### src/rtl/qpair_pkg.sv
// Package: shared types and tap positions for the quinary dual-pair encoder.
// Assumes: history index k of the scrambler holds s[n-1-k].
package qpair_pkg;

    localparam int PRBS_LEN   = 33;
    localparam int FB_MASTER  = 12;   // s[n-13]
    localparam int FB_SLAVE   = 19;   // s[n-20]
    localparam int TAP_A0     = 0;    // s[n-1]
    localparam int TAP_A1     = 4;    // s[n-5]
    localparam int TAP_B0     = 1;    // s[n-2]
    localparam int TAP_B1     = 11;   // s[n-12]
    localparam int TAP_X0     = 2;    // s[n-3]
    localparam int TAP_X1     = 7;    // s[n-8]
    localparam int TAP_Y0     = 3;    // s[n-4]
    localparam int TAP_Y1     = 5;    // s[n-6]
    localparam int LVL_W      = 3;
    localparam int NLANE      = 2;

    typedef logic signed [LVL_W-1:0] lvl_t;

    // Framer state between symbols
    typedef enum logic [1:0] {
        FS_IDLE = 2'd0,
        FS_SSD2 = 2'd1,
        FS_DATA = 2'd2,
        FS_ESD2 = 2'd3
    } frame_st_e;

    // What the current symbol carries
    typedef enum logic [1:0] {
        SK_IDLE = 2'd0,
        SK_DATA = 2'd1,
        SK_DEL1 = 2'd2,
        SK_DEL2 = 2'd3
    } sym_kind_e;

    // How a lane forms its base level before the sign flip
    typedef enum logic [1:0] {
        LK_BITS = 2'd0,
        LK_FULL = 2'd1,
        LK_ZERO = 2'd2
    } lane_kind_e;

endpackage

### src/rtl/qpair_prbs33.sv
// Module: 33-stage maximal-length scrambler with strap-selected feedback.
// Presents s[n] and the four derived tap bits for the current symbol and
// shifts once per symbol. Assumes SEED is nonzero and slave_sel is static.
module qpair_prbs33
    import qpair_pkg::*;
#(
    parameter logic [PRBS_LEN-1:0] SEED = 33'h1_5A5A_C3C3
) (
    input  logic clk,
    input  logic rst_n,
    input  logic adv,
    input  logic slave_sel,
    output logic s_now,
    output logic a_bit,
    output logic b_bit,
    output logic x_bit,
    output logic y_bit
);

    logic [PRBS_LEN-1:0] hist;

    // Current scrambler output from the selected feedback pair
    always_comb begin
        s_now = hist[PRBS_LEN-1] ^ (slave_sel ? hist[FB_SLAVE] : hist[FB_MASTER]);
        a_bit = hist[TAP_A0] ^ hist[TAP_A1];
        b_bit = hist[TAP_B0] ^ hist[TAP_B1];
        x_bit = hist[TAP_X0] ^ hist[TAP_X1];
        y_bit = hist[TAP_Y0] ^ hist[TAP_Y1];
    end

    // History register: load seed on reset, shift on each symbol
    always_ff @(posedge clk) begin
        if (!rst_n)   hist <= SEED;
        else if (adv) hist <= {hist[PRBS_LEN-2:0], s_now};
    end

    a_r2_nonzero: assert property (@(posedge clk) disable iff (!rst_n)
        hist != '0);

    a_r2_hold: assert property (@(posedge clk) disable iff (!rst_n)
        !adv |=> $stable(hist));

    a_r2_shift: assert property (@(posedge clk) disable iff (!rst_n)
        adv |=> hist[PRBS_LEN-1:1] == $past(hist[PRBS_LEN-2:0]));

endmodule

### src/rtl/qpair_scr_word.sv
// Module: forms the X and Y scramble words from tap bits and symbol parity,
// then steers them to lines A and B under control of s[n].
// Assumes: odd=1 marks an odd symbol index. Purely combinational.
module qpair_scr_word (
    input  logic       s_now,
    input  logic       x_bit,
    input  logic       y_bit,
    input  logic       odd,
    input  logic       rx_ready,
    output logic [1:0] sa,
    output logic [1:0] sb
);

    logic [1:0] x_even, x_word, y_even, y_word;

    // Parity-dependent words and line swap
    always_comb begin
        x_even = x_bit ? 2'b01 : 2'b10;
        x_word = (odd && rx_ready) ? ~x_even : x_even;
        y_even = y_bit ? 2'b11 : 2'b00;
        y_word = odd ? ~y_even : y_even;
        sa     = s_now ? x_word : y_word;
        sb     = s_now ? y_word : x_word;
    end

endmodule

### src/rtl/qpair_lane_map.sv
// Module: one line's four-level mapper followed by the sign flip.
// Assumes: pair is already scrambled; kind selects mapped, full-scale or zero.
module qpair_lane_map
    import qpair_pkg::*;
(
    input  logic       [1:0] pair,
    input  lane_kind_e       kind,
    input  logic             flip,
    output lvl_t             level
);

    lvl_t base;

    // Base level from the pair, then optional negation
    always_comb begin
        unique case (kind)
            LK_BITS: begin
                unique case (pair)
                    2'b01:   base = 3'sd1;
                    2'b00:   base = 3'sd0;
                    2'b10:   base = -3'sd1;
                    default: base = -3'sd2;
                endcase
            end
            LK_FULL: base = -3'sd2;
            default: base = 3'sd0;
        endcase
        level = flip ? (3'sd0 - base) : base;
    end

endmodule

### src/rtl/qpair_sym_enc.sv
// Module: quinary dual-pair symbol encoder top.
// Frames idle / start delimiter / data / end delimiter, scrambles the nibble
// and registers one level per line for each sym_en pulse.
// Assumes: sym_en is a one-cycle pulse per symbol; slave_sel is a static strap.
module qpair_sym_enc
    import qpair_pkg::*;
#(
    parameter logic [PRBS_LEN-1:0] SEED = 33'h1_5A5A_C3C3
) (
    input  logic             clk,
    input  logic             rst_n,
    input  logic             slave_sel,
    input  logic             rx_ready,
    input  logic             tx_en,
    input  logic             sym_en,
    input  logic [3:0]       nib_i,
    output logic [LVL_W-1:0] a_o,
    output logic [LVL_W-1:0] b_o,
    output logic             sym_v_o
);

    frame_st_e  st, st_nx;
    sym_kind_e  kind;
    logic       odd;
    logic       s_now, a_bit, b_bit, x_bit, y_bit;
    logic [1:0] sa, sb;
    logic [3:0] nib_eff;
    logic [1:0] pair_raw [NLANE];
    logic [1:0] pair_scr [NLANE];
    logic       flip     [NLANE];
    lane_kind_e lk       [NLANE];
    lvl_t       lvl      [NLANE];

    qpair_prbs33 #(.SEED(SEED)) u_prbs (
        .clk       (clk),
        .rst_n     (rst_n),
        .adv       (sym_en),
        .slave_sel (slave_sel),
        .s_now     (s_now),
        .a_bit     (a_bit),
        .b_bit     (b_bit),
        .x_bit     (x_bit),
        .y_bit     (y_bit)
    );

    qpair_scr_word u_word (
        .s_now    (s_now),
        .x_bit    (x_bit),
        .y_bit    (y_bit),
        .odd      (odd),
        .rx_ready (rx_ready),
        .sa       (sa),
        .sb       (sb)
    );

    // Symbol kind for this period and framer next state
    always_comb begin
        kind  = SK_IDLE;
        st_nx = st;
        unique case (st)
            FS_IDLE: if (tx_en) begin kind = SK_DEL1; st_nx = FS_SSD2; end
            FS_SSD2: begin kind = SK_DEL2; st_nx = FS_DATA; end
            FS_DATA: begin
                if (tx_en) kind = SK_DATA;
                else begin kind = SK_DEL1; st_nx = FS_ESD2; end
            end
            default: begin kind = SK_DEL2; st_nx = FS_IDLE; end
        endcase
    end

    // Nibble split into line pairs; idle and delimiters see zero data
    always_comb begin
        nib_eff     = (kind == SK_DATA) ? nib_i : 4'b0000;
        pair_raw[0] = {~nib_eff[2], nib_eff[3]};
        pair_raw[1] = {~nib_eff[0], nib_eff[1]};
        pair_scr[0] = pair_raw[0] ^ sa;
        pair_scr[1] = pair_raw[1] ^ sb;
        flip[0]     = a_bit;
        flip[1]     = b_bit;
    end

    // Per-lane base kind: delimiters force full scale, B is zero on the second
    generate
        for (genvar ln = 0; ln < NLANE; ln++) begin : g_lane
            always_comb begin
                if (kind == SK_DEL1)                    lk[ln] = LK_FULL;
                else if (kind == SK_DEL2 && ln == 0)    lk[ln] = LK_FULL;
                else if (kind == SK_DEL2)               lk[ln] = LK_ZERO;
                else                                    lk[ln] = LK_BITS;
            end

            qpair_lane_map u_map (
                .pair  (pair_scr[ln]),
                .kind  (lk[ln]),
                .flip  (flip[ln]),
                .level (lvl[ln])
            );
        end
    endgenerate

    // Framer state and symbol parity
    always_ff @(posedge clk) begin
        if (!rst_n) begin
            st  <= FS_IDLE;
            odd <= 1'b0;
        end else if (sym_en) begin
            st  <= st_nx;
            odd <= ~odd;
        end
    end

    // Output registers and valid strobe
    always_ff @(posedge clk) begin
        if (!rst_n) begin
            a_o     <= '0;
            b_o     <= '0;
            sym_v_o <= 1'b0;
        end else begin
            sym_v_o <= sym_en;
            if (sym_en) begin
                a_o <= lvl[0];
                b_o <= lvl[1];
            end
        end
    end

    a_r9_valid_on: assert property (@(posedge clk) disable iff (!rst_n)
        sym_en |=> sym_v_o);

    a_r9_valid_off: assert property (@(posedge clk) disable iff (!rst_n)
        !sym_en |=> !sym_v_o);

    a_r9_hold: assert property (@(posedge clk) disable iff (!rst_n)
        !sym_en |=> ($stable(a_o) && $stable(b_o)));

    a_r10_range: assert property (@(posedge clk) disable iff (!rst_n)
        (a_o != 3'b011) && (a_o != 3'b100) && (b_o != 3'b011) && (b_o != 3'b100));

    a_r7_start: assert property (@(posedge clk) disable iff (!rst_n)
        (st == FS_IDLE && sym_en && tx_en) |=> st == FS_SSD2);

    a_r7_stop: assert property (@(posedge clk) disable iff (!rst_n)
        (st == FS_DATA && sym_en && !tx_en) |=> st == FS_ESD2);

    a_r8_second: assert property (@(posedge clk) disable iff (!rst_n)
        (sym_en && (st == FS_SSD2 || st == FS_ESD2))
            |=> (b_o == 3'b000) && (a_o == 3'b010 || a_o == 3'b110));

endmodule

### config.mk
export PLATFORM = sky130hd
export DESIGN_NAME = qpair_sym_enc
export DESIGN_NICKNAME = d
export VERILOG_FILES = /design/src/rtl/qpair_pkg.sv /design/src/rtl/qpair_prbs33.sv /design/src/rtl/qpair_scr_word.sv /design/src/rtl/qpair_lane_map.sv /design/src/rtl/qpair_sym_enc.sv
export SDC_FILE = /design/constraint.sdc
export NUM_CORES = 1
export LEC_CHECK = 0
export BUFFER_PORTS_ARGS = -buffer_cell sky130_fd_sc_hd__buf_2
export CORE_ASPECT_RATIO = 1.4
export CORE_MARGIN = 1.5
export CORE_UTILIZATION = 49
export CTS_CLUSTER_SIZE = 24
export DETAILED_ROUTE_END_ITERATION = 7
export PLACE_DENSITY = 0.72
export SLEW_MARGIN = 25
export SYNTH_ARGS = -nofsm -noshare
export SYNTH_HDL_FRONTEND = slang
export SYNTH_SLANG_ARGS = --single-unit
### constraint.sdc
create_clock -name clk -period 6.6 [get_ports clk]
set_input_delay 1.32 -clock clk [delete_from_list [all_inputs] [get_ports clk]]
set_output_delay 1.32 -clock clk [all_outputs]
set_load 0.05 [all_outputs]
==> impl_metrics.ini, run 1 <==
[grt]
grt-ovfl-total = 0
grt_pass1_vias = 1312
grt_pass1_wl_um = 5713
grt_max_degree = 47
track_usage = 0.1672
antenna_found_initial = 0

[critical_path]
crit_path_cell_trace = buf_2, mux2i_2, xor2_2, mux2i_1, xor2_1, inv_1, ha_1, or2_2, a21boi_0, o21ai_0, a32oi_1, o21ai_0
startpoint_type = input port
reg2regPathDepth = 11
crit_family = multiplexers
cp_data_arrival_time_ns = 3.66
required_ns = 6.79
cp_common_cell = o21ai_0
critical_path.slowest_cell = mux2i_1
cpPeakStageDelay_ns = 0.34
r2r-start = u_prbs.hist[12]$_SDFFE_PN0P_
cp-end-kind = flop
path_depth = 12
path_class = input port to flop
crit_fanout = 7
reg2reg_slack_ns = 3.94
path_buf_inv = 2
r2r_end = b_o[1]$_SDFFE_PN0P_

[power]
intPower_uw = 480.9
power.switching_uw = 181.5
p_leak_nw = 0.9801
power_density_nw_per_um2 = 309.5
comb_power_share = 0.195
seqPwrFrac = 0.438
total_power_uw = 662.5
clockPowerShare = 0.368
vdd_ir_drop_max_mv = 0.2996
swShare = 0.2740

[clock_tree]
post_cts_buffers = 0
clock_latency_ns = 0.30
htree_levels = 2
cts_tree = done
postCtsHoldBufs = 0
cts_resized = 0
clock_path_buffers = 2
cts-root-buf = clkbuf_8
numCtsBuffers = 5
cts_sinks = 43
clkTransAtPathRegs_ns = 0.08

[layout]
nNetsFinal = 231
layout_commonest_cell = dfxtp_1
syn_to_final_growth_pct = 11.54
fin_cells = 258
drive_gt1_frac = 0.1435
diodes = 0
final_cell_mix = dfxtp_1 (43), mux2i_1 (39), nor2_1 (29), nand2_1 (25), buf_2 (16)

[timing]
finalSetupTns_ns = 0
worst_pin_slew_ns = 0.7618
period_share = 0.5268
setup_ws_ns = 3.123
maxSlewHeadroom = 0.4916
setup_viol = 0
finalCriticalPeriod_ns = 3.477
skew_ns = 0.005445
hold_violations = 0
max_freq_mhz = 287.6
rsz0062_at_grt = no
drv_slew = 0

[yosys]
syn_area_per_cell_sq_um = 9.549
ys.flop_type = dfxtp_1
syn_inst = 201
async_flop_share = 0
synth_area_sq_um = 1919
synth_warnings = 0
synth_top_area_cell = dfxtp_1
ys_types = 30
synth.area.top_cells = dfxtp_1 (45%), mux2i_1 (20%), nor2_1 (5.7%), nand2_1 (4.9%), ha_1 (3.9%)
synth_nets = 217
synth_top_area_frac = 0.4485
synth_edf_count = 0
ys_seq_elements = 43
yosysSeqAreaShare = 0.4485

[route]
ant_nets = 0
route.detailed.drc = 0
drt_iter0_markers = 42
post_drt_wl_per_cell_um = 12.59
wirelength_um = 3249
first_pass_iters = 5
viasPerCell = 5.244
num_vias = 1353

[min_path]
min_from = u_prbs.hist[18]$_SDFFE_PN0P_
whs_endpoint = u_prbs.hist[19]$_SDFFE_PN1P_
min_path_type = flop to flop
hold_depth = 2

[run_status]
outcome = complete, no violations

[floorplan]
rows = 26
die_h_um = 77.05
initial_utilization = 0.5175
coreArea_sq_um = 3709
io_pins = 17
die_w_um = 55.90
fp.dieArea_sq_um = 4307

[placed_design]
gp_congestion = 0.8656
hpwl_um = 2107
pre_cts_slack_ns = 2.814
numPlacedInstances = 250
io_buffers = 16

[run]
maxCapViolCount = 0
## synth_stat cells (all sizes together) (2+ instances only)
| cell type | instances |
|---|---|
| nor3 | 3 |
| xnor2 | 7 |
| a21oi | 6 |
| buf | 3 |
| ha | 6 |
| o21ai | 8 |
| inv | 7 |
| dfxtp | 43 |
| clkbuf | 7 |
| mux2i | 40 |
| a211oi | 2 |
| nor2 | 29 |
| xor2 | 5 |
| nand2 | 25 |
## power groups by stage
stage	logic [mW]	registers, mW	clock network (mW)
after floorplan	0.0907	0.310	0
after global placement	0.125	0.296	0
after detailed placement	0.128	0.296	0
after CTS	0.129	0.290	0.248
after global routing	0.146	0.292	0.258
final	0.129	0.290	0.244
## registers in the layout, indices dropped and copies added, names as in the netlist
signal	cells
u_prbs.hist	33
a_o	3
b_o	3
st	2
odd	1
sym_v_o	1
## worst max-delay path by stage
stage	from	to	slack [ns]
finish	slave_sel	b_o[1]$_SDFFE_PN0P_	3.12
global route	slave_sel	b_o[1]$_SDFFE_PN0P_	2.81
CTS	slave_sel	b_o[1]$_SDFFE_PN0P_	3.13
detailed placement	slave_sel	b_o[1]$_SDFFE_PN0P_	2.81
global placement	slave_sel	b_o[1]$_SDFFE_PN0P_	2.88
floorplan	slave_sel	b_o[1]$_SDFFE_PN0P_	3.16
## metrics by stage
step                  util  cell area [sq um]  hold slack (ns)
global placement    0.5405               2004           0.4539
detailed placement  0.5405               2004           0.4618
CTS                 0.5773               2141           0.4813
floorplan                -               1919           0.4413
finish              0.5773               2141           0.4759
global route        0.5773               2141           0.5012
## cell type report
class	count	area, sq um
Fill cell	318	1568
Inverter	7	26.28
Sequential cell	43	860.8
Multi-Input combinational cell	141	977.2
Tap cell	42	52.55
Clock inverter	3	67.56
Timing Repair Buffer	17	87.58
Clock buffer	5	68.82
## tightest hold or removal path, delay by kind of cell, from the launching register on
| kind | cells | cell delay, ns |
|---|---|---|
| DFF | 1 | 0.33 |
| muxes | 1 | 0.07 |
| and+or+nand+nor | 1 | 0.06 |
## kinds of logic after synthesis
logic type	count (synthesis)	share of synthesized area
buffers and inverters	17	0.04237
xor gates and xnor gates	12	0.05867
AOI/OAI and AO/OA	22	0.07106
and+or+nand+nor	61	0.1297
adders and majority gates	6	0.03911
muxes	40	0.2106
DFF	43	0.4485
## metal layers
| metal | vias up | part of all wire | GRT usage |
|---|---|---|---|
| met5 | - | 0 | 0 |
| li1 | 700 | - | - |
| met3 | 8 | 0.042 | 0.05228 |
| met1 | 620 | 0.46 | 0.1968 |
| met4 | 0 | 0.028 | 0.08810 |
| met2 | 25 | 0.47 | 0.2702 |
No activity file was read; power rests on OpenSTA's default activity.
==> inputs of run 2 (changes only) <==
Clock period 6.6 ns to 3.63 ns, I/O delays scaled along.
==> run 2 against run 1 <==
Compared with the run above: via count down 2.0%; combinational power up 81%; worst setup slack worse by 2.4 ns; sequential share of layout area up 0.36 points; critical endpoint unchanged; largest cell class unchanged.
==> impl_metrics.ini, run 2 (synthesis gave the netlist of run 1 again) <==
[timing]
maxSlewHeadroom = 0.5104
drv_slew = 0
finalCriticalPeriod_ns = 2.890
period_share = 0.7961
setup_ws_ns = 0.7401
skew_ns = 0.003663
finalSetupTns_ns = 0
worst_pin_slew_ns = 0.7336
rsz0062_at_grt = no
max_freq_mhz = 346.0
hold_violations = 0
setup_viol = 0

[floorplan]
initial_utilization = 0.5175
fp.dieArea_sq_um = 4307
die_h_um = 77.05
coreArea_sq_um = 3709
rows = 26
io_pins = 17
die_w_um = 55.90

[layout]
drive_gt1_frac = 0.1435
reg_top3 = u_prbs.hist: 33 flops, a_o: 3 flops, b_o: 3 flops
top_register = u_prbs.hist
layout_commonest_cell = dfxtp_1
largest_reg_flops = 33
nNetsFinal = 231
final_cell_mix = dfxtp_1 (43), mux2i_1 (39), nor2_1 (29), nand2_1 (25), buf_2 (16)
syn_to_final_growth_pct = 10.56
diodes = 0

[run_status]
outcome = complete, no violations

[critical_path]
critical_path.slowest_cell = xor2_2
cp-startpoint = slave_sel
cp-end-kind = flop
startpoint_type = input port
required_ns = 3.81
crit_path_cell_trace = buf_2, mux2i_2, xor2_2, mux2i_1, xor2_1, inv_1, ha_1, or2_2, a21boi_0, o21ai_0, a32oi_1, o21ai_0
r2r-start = u_prbs.hist[12]$_SDFFE_PN0P_
cp_data_arrival_time_ns = 3.07
crit_fanout = 7
cpPeakStageDelay_ns = 0.34
cp_common_cell = o21ai_0
reg2regPathDepth = 11
path_class = input port to flop

[route]
post_drt_wl_per_cell_um = 12.22
first_pass_iters = 4
ant_nets = 0
num_vias = 1326
wirelength_um = 3153
viasPerCell = 5.140
drt_iter0_markers = 32
route.detailed.drc = 0

[power]
clockPowerShare = 0.333
seqPwrFrac = 0.462
comb_power_share = 0.206
intPower_uw = 822.5
power.switching_uw = 317.1
p_leak_nw = 0.9769
power_density_nw_per_um2 = 537.0
swShare = 0.2783
total_power_mw = 1.140
vdd_ir_drop_max_mv = 0.3687

[grt]
grt_pass1_wl_um = 5720
grt_max_degree = 28
grt_pass1_vias = 1360
track_usage = 0.1662
grt-ovfl-total = 0
antenna_found_initial = 0

[placed_design]
hpwl_um = 2155
io_buffers = 16
pre_cts_slack_ns = 0.4296
gp_congestion = 0.8473

[clock_tree]
cts_resized = 0
cts-root-buf = clkbuf_8
clock_path_buffers = 2
cts_tree = done
htree_levels = 2
clkTransAtPathRegs_ns = 0.08
postCtsHoldBufs = 0
numCtsBuffers = 5
clock_latency_ns = 0.29
cts_sinks = 43
post_cts_buffers = 0

[min_path]
min_path_type = flop to flop
hold_depth = 2
min_from = u_prbs.hist[30]$_SDFFE_PN1P_

[run]
maxCapViolCount = 0
run 2: cell type report:
class | instances | area [sq um]
well taps | 42 | 52.55
repair buffers | 17 | 87.58
inverters | 7 | 26.28
clock buffers | 6 | 82.58
clock inverters | 2 | 35.03
multi-input cells | 141 | 977.2
fillers | 350 | 1587
flip-flops and latches | 43 | 860.8
run 2: final timing paths:
path	to	slack, ns
worst min register to register	u_prbs.hist[30]$_SDFFE_PN1P_	0.47
worst max-delay path	b_o[1]$_SDFFE_PN0P_	0.74
worst min-delay path	u_prbs.hist[30]$_SDFFE_PN1P_	0.47
worst max register to register	b_o[1]$_SDFFE_PN0P_	0.98
run 2: worst max-delay path, delay by kind of cell:
kind,cells,cell delay [ns]
muxes,2,0.58
xor gates and xnor gates,2,0.56
AOI/OAI and AO/OA,4,0.55
and+or+nand+nor,1,0.28
adders and majority gates,1,0.20
buffers and inverters,2,0.16
run 2: stage by stage:
stage	std cells	util	hold slack, ns	instance area (sq um)
floorplan	201	-	0.4413	1919
global placement	250	0.5405	0.4539	2004
detailed placement	250	0.5405	0.4596	2004
CTS	258	0.5722	0.4819	2122
global route	258	0.5722	0.5040	2122
finish	258	0.5722	0.4742	2122
run 2: metal layers:
metal  vias to the layer above  wire length, um  GRT usage
met5                         -                0          0
met4                         0               86    0.08095
met3                         8              110    0.04047
met2                        21             1531     0.2810
met1                       598             1425     0.1947
li1                        699                -          -
run 2: power by group through the flow:
stage / Sequential (mW) / Combinational, mW / Clock [mW]
2_1_floorplan: 0.563 / 0.165 / 0
3_3_place_gp: 0.537 / 0.228 / 0
3_5_place_dp: 0.538 / 0.233 / 0
4_1_cts: 0.527 / 0.236 / 0.390
5_1_grt: 0.532 / 0.266 / 0.410
6_report: 0.526 / 0.234 / 0.379
